File: src/rtl/vdec_pkg.sv
// Package vdec_pkg
// Shared trellis types and the code-pair function for the four-state,
// rate one-half decoder. Assumes constraint length three: the state is
// the two previous input bits {u(t-1), u(t-2)}.
package vdec_pkg;

    localparam int unsigned NUM_ST = 4;
    localparam int unsigned ST_W   = 2;

    typedef logic [ST_W-1:0]   state_t;
    typedef logic [NUM_ST-1:0] dec_vec_t;
    typedef logic [1:0]        bm_t;

    // Code pair emitted when input u leaves state s; bit [1] from gen_a.
    function automatic logic [1:0] pair_of(input logic [2:0] gen_a,
                                           input logic [2:0] gen_b,
                                           input state_t     s,
                                           input logic       u);
        logic [2:0] win;
        win = {u, s};
        return {^(win & gen_a), ^(win & gen_b)};
    endfunction

endpackage

File: src/rtl/vdec_bmu.sv
// Module vdec_bmu
// Hard-decision branch metric unit: for each of the four possible code
// pairs, the Hamming distance (0..2) to the received pair.
// Assumes the received pair is already a hard decision.
module vdec_bmu
    import vdec_pkg::*;
(
    input  logic [1:0]      rx_pair,
    output bm_t  [3:0]      bm
);

    for (genvar c = 0; c < 4; c++) begin : g_hyp
        localparam logic [1:0] HYP = 2'(c);
        logic [1:0] diff;
        // Count the mismatching bits against this hypothesis.
        always_comb begin
            diff  = rx_pair ^ HYP;
            bm[c] = {1'b0, diff[1]} + {1'b0, diff[0]};
        end
    end

endmodule

File: src/rtl/vdec_acs.sv
// Module vdec_acs
// Add-compare-select over four states, radix two, with per-step
// normalization (the minimum metric is subtracted after every step).
// Assumes next state {u, s[1]}; the predecessors of state n are
// {n[0],0} and {n[0],1}. A tie keeps the lower-numbered predecessor.
// Also reports the lowest-numbered state holding the minimum metric.
module vdec_acs
    import vdec_pkg::*;
#(
    parameter int unsigned PM_W        = 6,
    parameter int unsigned INIT_METRIC = 16,
    parameter logic [2:0]  GEN_A       = 3'b111,
    parameter logic [2:0]  GEN_B       = 3'b101
) (
    input  logic                          clk,
    input  logic                          rst_n,
    input  logic                          clear,
    input  logic                          step,
    input  bm_t      [3:0]                bm,
    output logic     [NUM_ST-1:0][PM_W-1:0] pm_q,
    output dec_vec_t                      dec,
    output state_t                        best_st
);

    localparam logic [PM_W-1:0] BIAS = PM_W'(INIT_METRIC);

    logic [NUM_ST-1:0][PM_W-1:0] raw;
    logic [NUM_ST-1:0][PM_W-1:0] norm;
    logic [PM_W-1:0]             raw_min;

    for (genvar ns = 0; ns < NUM_ST; ns++) begin : g_node
        localparam int unsigned PA     = (ns % 2) * 2;
        localparam int unsigned PB     = PA + 1;
        localparam logic        U_BIT  = logic'(ns / 2);
        localparam logic [1:0]  CODE_A = pair_of(GEN_A, GEN_B, state_t'(PA), U_BIT);
        localparam logic [1:0]  CODE_B = pair_of(GEN_A, GEN_B, state_t'(PB), U_BIT);
        logic [PM_W-1:0] cand_a;
        logic [PM_W-1:0] cand_b;
        // Extend both candidate paths and keep the cheaper (lower wins ties).
        always_comb begin
            cand_a  = pm_q[PA] + {{(PM_W-2){1'b0}}, bm[CODE_A]};
            cand_b  = pm_q[PB] + {{(PM_W-2){1'b0}}, bm[CODE_B]};
            dec[ns] = (cand_b < cand_a);
            raw[ns] = dec[ns] ? cand_b : cand_a;
        end
    end

    // Find the smallest new metric for re-basing.
    always_comb begin
        raw_min = raw[0];
        for (int s = 1; s < NUM_ST; s++) begin
            if (raw[s] < raw_min) raw_min = raw[s];
        end
        for (int s = 0; s < NUM_ST; s++) begin
            norm[s] = raw[s] - raw_min;
        end
    end

    // Hold the normalized metrics; restart from the zero state on clear.
    always_ff @(posedge clk) begin
        if (!rst_n || clear) begin
            for (int s = 0; s < NUM_ST; s++) begin
                pm_q[s] <= (s == 0) ? '0 : BIAS;
            end
        end else if (step) begin
            pm_q <= norm;
        end
    end

    // Pick the lowest-numbered state with the smallest stored metric.
    always_comb begin
        logic [PM_W-1:0] m;
        m       = pm_q[0];
        best_st = '0;
        for (int s = 1; s < NUM_ST; s++) begin
            if (pm_q[s] < m) begin
                m       = pm_q[s];
                best_st = state_t'(s);
            end
        end
    end

endmodule

File: src/rtl/vdec_survivor.sv
// Module vdec_survivor
// Survivor decision store plus a combinational traceback chain.
// Assumes decision d of state n selects predecessor {n[0], d}. Because
// the decoded bit is bit 0 of the state one step short of the full
// depth, a depth TL needs only TL-1 stored decision columns.
module vdec_survivor
    import vdec_pkg::*;
#(
    parameter int unsigned TL_SHORT = 4,
    parameter int unsigned TL_LONG  = 15
) (
    input  logic     clk,
    input  logic     rst_n,
    input  logic     clear,
    input  logic     step,
    input  dec_vec_t dec_in,
    input  state_t   start_st,
    input  logic     long_sel,
    output logic     bit_out
);

    localparam int unsigned DEPTH = TL_LONG - 1;

    dec_vec_t [DEPTH-1:0] sv_q;
    state_t   [DEPTH-1:0] walk;
    logic     [DEPTH-1:0] tip;

    // Shift in the newest decision column; empty the store on clear.
    always_ff @(posedge clk) begin
        if (!rst_n || clear) begin
            sv_q <= '0;
        end else if (step) begin
            sv_q <= {sv_q[DEPTH-2:0], dec_in};
        end
    end

    assign walk[0] = start_st;

    for (genvar k = 0; k < DEPTH; k++) begin : g_walk
        // Read the decision of the state reached k steps back.
        assign tip[k] = sv_q[k][walk[k]];
        if (k < DEPTH - 1) begin : g_link
            assign walk[k+1] = {walk[k][0], tip[k]};
        end
    end

    // Choose the decoded bit for the active depth.
    assign bit_out = long_sel ? tip[TL_LONG-2] : tip[TL_SHORT-2];

endmodule

File: src/rtl/viterbi_adaptive_dec.sv
// Module viterbi_adaptive_dec
// Top of the adaptive-depth hard-decision Viterbi decoder. It accepts one
// code pair per valid cycle and emits one decoded bit per pair once the
// survivor store holds enough steps for the active depth. The depth is
// latched from snr_db at reset and at flush only.
// Assumes a rate one-half, constraint-length-three code that starts in
// state zero.
module viterbi_adaptive_dec
    import vdec_pkg::*;
#(
    parameter int unsigned PM_W          = 6,
    parameter int unsigned INIT_METRIC   = 16,
    parameter int unsigned TL_SHORT      = 4,
    parameter int unsigned TL_LONG       = 15,
    parameter int unsigned SNR_W         = 8,
    parameter int unsigned SNR_THRESH_DB = 6,
    parameter logic [2:0]  GEN_A         = 3'b111,
    parameter logic [2:0]  GEN_B         = 3'b101
) (
    input  logic             clk,
    input  logic             rst_n,
    input  logic             in_valid,
    input  logic [1:0]       in_code,
    input  logic             flush,
    input  logic [SNR_W-1:0] snr_db,
    output logic             out_valid,
    output logic             out_bit
);

    localparam int unsigned      FILL_MAX   = TL_LONG + 1;
    localparam int unsigned      FILL_W     = $clog2(FILL_MAX + 1);
    localparam logic [FILL_W-1:0] FILL_TOP  = FILL_W'(FILL_MAX);
    localparam logic [FILL_W-1:0] NEED_SHORT = FILL_W'(TL_SHORT + 1);
    localparam logic [FILL_W-1:0] NEED_LONG  = FILL_W'(TL_LONG + 1);
    localparam logic [SNR_W-1:0]  THRESH    = SNR_W'(SNR_THRESH_DB);

    logic                        step;
    logic                        long_q;
    logic [FILL_W-1:0]           fill_q;
    logic [FILL_W-1:0]           fill_next;
    logic [FILL_W-1:0]           need;
    logic                        out_valid_q;
    bm_t      [3:0]              bm;
    logic [NUM_ST-1:0][PM_W-1:0] pm_q;
    dec_vec_t                    dec;
    state_t                      best_st;

    // A pair is taken only when no flush competes with it.
    assign step = in_valid && !flush;

    // Latch the depth mode from the channel figure at reset or flush.
    always_ff @(posedge clk) begin
        if (!rst_n || flush) begin
            long_q <= (snr_db < THRESH);
        end
    end

    // Count stored steps, saturating once the deepest window is full.
    always_ff @(posedge clk) begin
        if (!rst_n || flush) begin
            fill_q <= '0;
        end else if (step && fill_q != FILL_TOP) begin
            fill_q <= fill_q + 1'b1;
        end
    end

    assign fill_next = (fill_q == FILL_TOP) ? fill_q : fill_q + 1'b1;
    assign need      = long_q ? NEED_LONG : NEED_SHORT;

    // Raise the output strobe for a pair that completes a full window.
    always_ff @(posedge clk) begin
        if (!rst_n || flush) begin
            out_valid_q <= 1'b0;
        end else begin
            out_valid_q <= step && (fill_next >= need);
        end
    end

    assign out_valid = out_valid_q;

    vdec_bmu u_bmu (
        .rx_pair (in_code),
        .bm      (bm)
    );

    vdec_acs #(
        .PM_W        (PM_W),
        .INIT_METRIC (INIT_METRIC),
        .GEN_A       (GEN_A),
        .GEN_B       (GEN_B)
    ) u_acs (
        .clk     (clk),
        .rst_n   (rst_n),
        .clear   (flush),
        .step    (step),
        .bm      (bm),
        .pm_q    (pm_q),
        .dec     (dec),
        .best_st (best_st)
    );

    vdec_survivor #(
        .TL_SHORT (TL_SHORT),
        .TL_LONG  (TL_LONG)
    ) u_surv (
        .clk      (clk),
        .rst_n    (rst_n),
        .clear    (flush),
        .step     (step),
        .dec_in   (dec),
        .start_st (best_st),
        .long_sel (long_q),
        .bit_out  (out_bit)
    );

endmodule

File: config.mk
export PLATFORM = sky130hd
export DESIGN_NAME = viterbi_adaptive_dec
export DESIGN_NICKNAME = d
export VERILOG_FILES = /design/src/rtl/vdec_pkg.sv /design/src/rtl/vdec_bmu.sv /design/src/rtl/vdec_acs.sv /design/src/rtl/vdec_survivor.sv /design/src/rtl/viterbi_adaptive_dec.sv
export SDC_FILE = /design/constraint.sdc
export NUM_CORES = 1
export LEC_CHECK = 0
export BUFFER_PORTS_ARGS = -buffer_cell sky130_fd_sc_hd__buf_2
export CORE_AREA = 5 5 122 124
export DETAILED_ROUTE_END_ITERATION = 16
export DIE_AREA = 0 0 127 129
export PLACE_DENSITY = 0.82
export SLEW_MARGIN = 20
export SYNTH_ARGS = -nofsm -noshare
export SYNTH_HDL_FRONTEND = slang
export SYNTH_HIERARCHICAL = 1
export SYNTH_SLANG_ARGS = --single-unit
File: constraint.sdc
create_clock -name clk -period 13.99 [get_ports clk]
set_clock_uncertainty 0.05 [all_clocks]
set_input_delay 2.0985 -clock clk [delete_from_list [all_inputs] [get_ports clk]]
set_output_delay 2.0985 -clock clk [all_outputs]
set_load 0.005 [all_outputs]
## Word level (Yosys, flattened, before mapping)

Cells that the tools add are included.

- Add/subtract/negate cells: 17
- Magnitude comparators: 26
- Equality and inequality tests: 2
- Mux-type cells: 43
- Bitwise logic cells: 3
- Reduce and logical (&&, ||, !) cells: 6

Operator list:

| kind | number |
|---|---|
| $lt 6x6->1 | 10 |
| $mux 6 | 9 |
| $add 6x2->6 | 8 |
| $lt 2x3->1 const B | 14 |
| $bmux 1 s2 | 14 |
| $sub 6x6->6 | 4 |
| $mux 1 | 16 |
| $mux 5 | 2 |
| $add 1x1->2 | 4 |
| $lt 8x3->1 const B | 1 |
| $add 5x1->5 const B | 1 |
| $eq 5x5->1 const B | 1 |
| $ge 5x5->1 | 1 |
| $ne 5x5->1 const B | 1 |
| $mux 2 | 2 |
| $logic_and 1x1->1 | 3 |
| $logic_not 1->1 | 2 |
| $not 1->1 | 2 |
| $not 2->2 | 1 |
| $logic_or 1x1->1 | 1 |

- Flip-flop bits (word level): 87
- Input bits: 14
- Output and inout port bits: 2
- Logic and storage cells: 118

## Depth between registers and ports, before layout

Gate-level depths: netlist of run 1.

- Word-level depth: 35
- Mapped depth: 52
- Mapped depth without buffers: 51

## Cells and area by module

The synthesis of run 1 kept the hierarchy.

By module, submodules not included:

| module | instances | cells each | area an instance (um^2) | seq. area each (um^2) |
|---|---|---|---|---|
| vdec_acs | 1 | 625 | 4994.8 | 480.5 |
| vdec_survivor | 1 | 239 | 2461.1 | 1121.1 |
| viterbi_adaptive_dec | 1 | 54 | 513.0 | 150.1 |
| vdec_bmu | 1 | 9 | 76.3 | 0.0 |

## Worst setup path after synthesis of run 1

OpenSTA, ideal clock, no wires.

- Path type: register to output
- Start: register u_acs/pm_q[1] (netlist bit)
- End: output out_bit
- Arrival: 9.431 ns
- Required time: 11.841 ns
- Setup slack: 2.411 ns
- Stages on the path, launching flop included: 46
- Buffers on the path: 2
- Cell sequence: dfxtp_1 > inv_1 > ha_1 > a21o_1 > a21o_1 > a21o_1 > a21o_1 > a21oi_1 > clkbuf_1 > nor2_1 > a21oi_1 > ha_1 > o21a_1 > o21a_1 > o21a_1 > o21a_1 > o21ai_0 > nand2_1 > [... 10 more ...] > mux2i_1 > mux2i_1 > mux2i_4 > mux4_2 > mux2i_1 > mux2i_1 > mux2i_1 > mux2i_1 > mux2i_1 > mux2_4 > mux4_2 > mux2i_2 > or4_4 > nand4b_4 > mux2_4 > or4_1 > nand3_1 > mux2_1

- Word-level cells in the longest chain between the ends: 35
- Elaborated cells on any way between the ends: 37
- Classes of those cells: 3 x order compare; 34 x mux

RTL lines:

| element | line | text |
|---|---|---|
| from (decl) | vdec_acs.sv:20 | `output logic [NUM_ST-1:0][PM_W-1:0] pm_q,` |
| from (signal, indexed assignment) | vdec_acs.sv:63 | `pm_q[s] <= (s == 0) ? '0 : BIAS;` |
| from (signal assigned) | vdec_acs.sv:66 | `pm_q <= norm;` |
| $lt 6x6->1 | vdec_acs.sv:76 | `if (pm_q[s] < m) begin` |
| $mux 6 (*) | vdec_acs.sv:76 |  |
| $lt 6x6->1 | vdec_acs.sv:76 |  |
| $mux 6 | vdec_acs.sv:76 |  |
| $lt 6x6->1 | vdec_acs.sv:76 |  |
| $mux 2 (*) | vdec_acs.sv:76 |  |
| named net best_st[1] | viterbi_adaptive_dec.sv:46 | `state_t best_st;` |
| $bmux 1 s2 (*) | vdec_survivor.sv:41 | `assign tip[k] = sv_q[k][walk[k]];` |
| [... 20 more ...] | -- |  |
| $mux 1 (implied by the code) | vdec_survivor.sv:41 |  |
| $bmux 1 s2 | vdec_survivor.sv:41 |  |
| $mux 1 (implied by the code) | vdec_survivor.sv:41 |  |
| $bmux 1 s2 | vdec_survivor.sv:41 |  |
| $mux 1 (implied by the code) | vdec_survivor.sv:41 |  |
| $bmux 1 s2 | vdec_survivor.sv:41 |  |
| $mux 1 (implied by the code) | vdec_survivor.sv:41 |  |
| $mux 1 (*) | vdec_survivor.sv:48 | `assign bit_out = long_sel ? tip[TL_LONG-2] : tip[TL_SHORT-2];` |
| to (decl) | viterbi_adaptive_dec.sv:27 | `output logic out_bit` |

The timed path passes the listed nets; every way through them passes the cells marked *. The select of a mux whose other input is x is not followed.

## Worst setup path in the final report of run 1

- Start: register u_acs/pm_q[2] (netlist bit)
- End: output out_bit

The elaborated chain is that of the path after synthesis.

==> impl_metrics.ini, run 1 <==
[status]
outcome = finished clean

[sta]
fin_crit_sh_pct = 93.41
finalSetupViolCount = 0
worst_pin_slew_ps = 1076
hold_ws_ps = 471.3
rsz0062_at_grt = false
finalHoldViolations = 0
relSlewSlack_pct = 27.67
fmax_ghz = 0.07652
tns_ps = 0
layout_min_cycle_time_ps = 13070
slew_violations = 0

[synthesis]
synthTopCellsByArea = dfxtp_1 (21%), mux2i_1 (12%), ha_1 (12%)
synth_area_um2 = 8045
synthDistinctLibCells = 108
synth.net_count = 1023
async_reset_ff_share_pct = 0
ys_seq_area_share_pct = 21.77
syn_inst = 927
synth_enable_flop_cells = 1
yosysTopAreaCell = dfxtp_1
yosysWarnings = 6
syn_area_per_cell_um2 = 8.679
synth_top_area_share_pct = 21.40
synth_flop_cell = dfxtp_1
synth-seq-cells = 87

[route]
drc_errors = 0
drt_pass1_iterations = 7
routed_via_density = 6.076
wl_per_cell_um = 16.80
drt-initial-drc-count = 486
wirelength_um = 18580
ant_nets = 0
vias = 6720

[critical_path]
regToRegStartpoint = u_acs/pm_q[12]
start_kind = flip-flop
critical_path_class = flip-flop to output pin
worstSetupStartpoint = u_acs/pm_q[2]
worstRegToRegCells = 45
endpoint_kind = output pin
rrSetupSlack_ps = 3140
worstPathRequired_ps = 11840
r2r_end = u_acs/pm_q[23]
cp_num_buf_inv = 3
critPathArrivalTime_ps = 10920
critPathCapture = out_bit
cp.depth = 44
cpMostUsedCell = o21a_1
path_max_fanout = 12
slowest_stage = mux4_2
cp_slowest_stage_delay_ps = 590
path_delay_family = multiplexers

[global_routing]
grtUsageTotal_pct = 22.67
antenna_found_initial = 0
grt-ovfl-total = 0
grt_pass1_vias = 6435
grt_start_max_net_pins = 57
grt_pass1_wl_um = 30860

[worst_hold_path]
hold_path.class = flip-flop to flip-flop

[clocking]
cts.sinks = 87
ctsRootBufferMaster = clkbuf_16
clockBufferDepth = 2
clk_pin_slew_ps = 70
cts_tree = built
post_cts_buffers = 0
clk_latency_ps = 340
cts_made_buffers = 9
cts_max_level = 3

[floorplan]
die_x_um = 127
core_um2 = 13670
start_util_pct = 58.87
ioPinCount = 16
rows = 43
die_y_um = 129
fp.dieArea_um2 = 16380

[finish]
final_common_cell = nor2_1
final_cell_mix = nor2_1 (117), mux2i_1 (95), dfxtp_1 (86)
final_nets = 1017
areaGrowthSynthToFinish_pct = 6.034
drive_gt1_share_pct = 11.45
antenna_cells = 0

[place]
post-dp-hpwl_um = 14130
place_congestion = 0.9186
port_buffers = 14

[flow_run]
max_cap_violations = 0
layer usage:
metal	GRT usage, %	wire length [um]	up-vias
met5	0	0	-
met4	7.823	472	0
met3	2.657	968	36
met2	37.83	8581	186
met1	30.53	8555	3188
li1	-	-	3310
worst min path at each step:
stage	cells after the start	from	end	slack, ps
global placement	2	u_surv/sv_q[52]	u_surv/sv_q[52]	420
finish	2	u_surv/sv_q[37]	u_surv/sv_q[41]	470
CTS	2	u_surv/sv_q[55]	u_surv/sv_q[55]	470
global route	2	u_surv/sv_q[41]	u_surv/sv_q[41]	490
detailed placement	2	u_surv/sv_q[54]	u_surv/sv_q[54]	450
floorplan	2	u_surv/sv_q[55]	u_surv/sv_q[55]	400
stage by stage:
step | instance area (um2) | util [%] | instances | setup WS, ps
2_1_floorplan | 8045 | - | 927 | 2411
3_3_place_gp | 8200 | 60.01 | 1090 | 1147
3_5_place_dp | 8200 | 60.01 | 1090 | 856.6
4_1_cts | 8527 | 62.40 | 1106 | 704.7
5_1_grt | 8531 | 62.42 | 1106 | 122.8
6_report | 8531 | 62.42 | 1106 | 921.4
kinds of logic after synthesis:
| family | count (synthesis) | synth area share (%) |
|---|---|---|
| and+or+nand+nor | 276 | 17.51 |
| AOI/OAI and AO/OA | 204 | 19.38 |
| muxes | 120 | 16.24 |
| buffers and inverters | 101 | 5.210 |
| DFF | 87 | 21.77 |
| adders and majority gates | 86 | 14.03 |
| xor gates and xnor gates | 53 | 5.863 |
cell type report:
type / count / area [um2]
multi-input cells: 739 / 5881
fillers: 1129 / 5135
flip-flops and latches: 87 / 1752
inverters: 67 / 254.0
clock buffers: 10 / 229.0
well taps: 180 / 225.2
clock inverters: 6 / 97.59
repair buffers: 17 / 92.59
flip-flops by register name (all words and copies together) (netlist names):
signal and cells:
fill_q 5, long_q 1, out_valid 1, u_acs/pm_q 24, u_surv/sv_q 56
worst register-to-register path: cells and delay by family, from the launching register on:
| kind | cells | cell delay, ps |
|---|---|---|
| AOI/OAI and AO/OA | 17 | 3760 |
| xor gates and xnor gates | 2 | 460 |
| adders and majority gates | 7 | 2220 |
| buffers and inverters | 5 | 440 |
| DFF | 1 | 450 |
| muxes | 3 | 950 |
| and+or+nand+nor | 11 | 2380 |
synth_stat cells (3+ instances only):
library cell / count
nor3b_1: 5
clkbuf_1: 12
mux2i_1: 95
nor3_1: 9
a21o_1: 13
nor4_1: 3
o31a_1: 4
mux2_4: 5
dfxtp_1: 86
o21ai_1: 5
o21bai_1: 4
xnor2_1: 33
o21ai_0: 33
a21oi_1: 42
o211ai_1: 6
o21a_1: 15
nand2_1: 53
buf_1: 10
nand3_1: 25
fa_1: 8
a31oi_1: 7
mux2i_2: 4
nor2b_1: 7
buf_2: 5
or2_2: 4
ha_1: 74
inv_1: 65
nand3b_1: 3
nor2_1: 117
o31ai_1: 5
nand2b_1: 15
a211o_1: 5
xor2_1: 19
and2_1: 5
buf_4: 5
mux2_2: 10
a211oi_1: 14
or3_1: 8
what timing repair did:
action | 4_1_cts | 5_1_grt
gates resized for setup | 0 | 1
hold buffers | 0 | 0
endpoints found under the setup margin | 0 | 1
Power of run 1 is left out: the tool's default activity adds up to more than one toggle a clock period on the data nets, which glitch-free logic cannot reach.
==> inputs of run 2 (changes only) <==
CTS_BUF_LIST = sky130_fd_sc_hd__clkbuf_8   (was unset)
MAX_ROUTING_LAYER = met4   (was unset)
==> impl_metrics.ini, run 2 (synthesis gave the netlist of run 1 again) <==
[finish]
fin_util_pct = 61.68
largest_register_ffs = 56
multiInputGateArea_um2 = 5881
areaGrowthSynthToFinish_pct = 4.774
antenna_cells = 0
fin_cells = 1106
top_register = u_surv/sv_q
fillers = 1146
final_cell_mix = nor2_1 (117), mux2i_1 (95), dfxtp_1 (86)
regArea_um2 = 1752
final_area_um2 = 8429
reg_top3 = u_surv/sv_q (56), u_acs/pm_q (24), fill_q (5)
final_common_cell = nor2_1
drive_gt1_share_pct = 11.45
final_nets = 1017

[route]
wl_per_cell_um = 16.60
drt_pass1_iterations = 5
routed_via_density = 6.063
drt-initial-drc-count = 533
wirelength_um = 18360
ant_nets = 0
vias = 6706
drc_errors = 0

[global_routing]
grt_pass1_vias = 6387
antenna_found_initial = 0
grt_pass1_wl_um = 30570
grt_start_max_net_pins = 57
grtUsageTotal_pct = 23.19
grt-ovfl-total = 0

[clocking]
cts_tree = built
clk_latency_ps = 370
cts_max_level = 3
ctsRootBufferMaster = clkbuf_8
cts_made_buffers = 9
cts.sinks = 87
clockBufferDepth = 2
cts.hold.buffers_added = 0
clk_pin_slew_ps = 100
post_cts_resized = 0
post_cts_buffers = 0

[floorplan]
core_um2 = 13670
ioPinCount = 16
start_util_pct = 58.87
fp.dieArea_um2 = 16380
die_x_um = 127
die_y_um = 129
rows = 43

[sta]
fmax_ghz = 0.07647
finalHoldViolations = 0
layout_min_cycle_time_ps = 13080
relSlewSlack_pct = 27.36
slew_violations = 0
rsz0062_at_grt = false
worst_pin_slew_ps = 1080
tns_ps = 0
finalSetupViolCount = 0
fin_crit_sh_pct = 93.48

[place]
post_dp_cell_area_um2 = 8200
port_buffers = 14
dp.cells = 1090
place_congestion = 0.9347
post-dp-hpwl_um = 14130

[critical_path]
path_max_fanout = 12
critPathCapture = out_bit
cp_slowest_stage_delay_ps = 580
cpMostUsedCell = o21a_1
worstRegToRegCells = 45
slowest_stage = mux4_2
regToRegStartpoint = u_acs/pm_q[12]
endpoint_kind = output pin
worstPathRequired_ps = 11840
worstSetupStartpoint = u_acs/pm_q[2]
start_kind = flip-flop
r2r_end = u_acs/pm_q[23]
critPathArrivalTime_ps = 10930
rrSetupSlack_ps = 3130
critical_path_class = flip-flop to output pin

[flow_run]
max_cap_violations = 0

[status]
outcome = finished clean

[worst_hold_path]
hold_path.class = flip-flop to flip-flop
==> run 2: cell count changes in the layout (fill, tap and decap cells not counted) <==
cell	previous run	this run
clkbuf_1	1	0
clkbuf_16	9	0
clkbuf_8	0	9
inv_1	64	65
==> run 2: area by class of cell <==
| type | instances | share of cell area [%] |
|---|---|---|
| multi-input cells | 739 | 69.76 |
| flip-flops and latches | 87 | 20.78 |
| inverters | 67 | 3.013 |
| well taps | 180 | 2.672 |
| clock buffers | 9 | 1.469 |
| clock inverters | 7 | 1.202 |
| repair buffers | 17 | 1.098 |
==> run 2: per-stage QoR <==
step	worst slack [ps]	hold WS [ps]
6_report	912.7	472.9
5_1_grt	79.08	492.1
3_5_place_dp	856.6	446.4
2_1_floorplan	2411	401.5
3_3_place_gp	1147	424.5
4_1_cts	664.0	471.3
==> run 2: worst min-delay path by stage <==
stage / startpoint / endpoint / slack (ps) / depth (start not counted)
after floorplan: u_surv/sv_q[55] / u_surv/sv_q[55] / 400 / 2
after global placement: u_surv/sv_q[52] / u_surv/sv_q[52] / 420 / 2
after detailed placement: u_surv/sv_q[54] / u_surv/sv_q[54] / 450 / 2
after CTS: fill_q[0] / fill_q[0] / 470 / 2
after global routing: u_surv/sv_q[37] / u_surv/sv_q[41] / 490 / 2
final: u_surv/sv_q[52] / u_surv/sv_q[52] / 470 / 2
==> run 2: layer usage <==
| metal | GRT usage [%] | part of all wire (%) | up-vias |
|---|---|---|---|
| met5 | - | 0 | - |
| met4 | 8.013 | 2.5 | 0 |
| met3 | 2.491 | 4.2 | 32 |
| met2 | 37.36 | 46 | 154 |
| met1 | 30.43 | 47 | 3215 |
| li1 | - | - | 3305 |
==> run 2: worst max-delay path, delay by kind of cell (launching register included) <==
| family | cells | cell delay (ps) |
|---|---|---|
| multiplexers | 14 | 4000 |
| buffers and inverters | 3 | 330 |
| AO/OA/AOI/OAI | 17 | 3150 |
| adder cells (fa/ha/maj) | 3 | 890 |
| flip-flops | 1 | 550 |
| AND/OR/NAND/NOR | 7 | 1650 |
Power of run 2 is left out for the same reason.
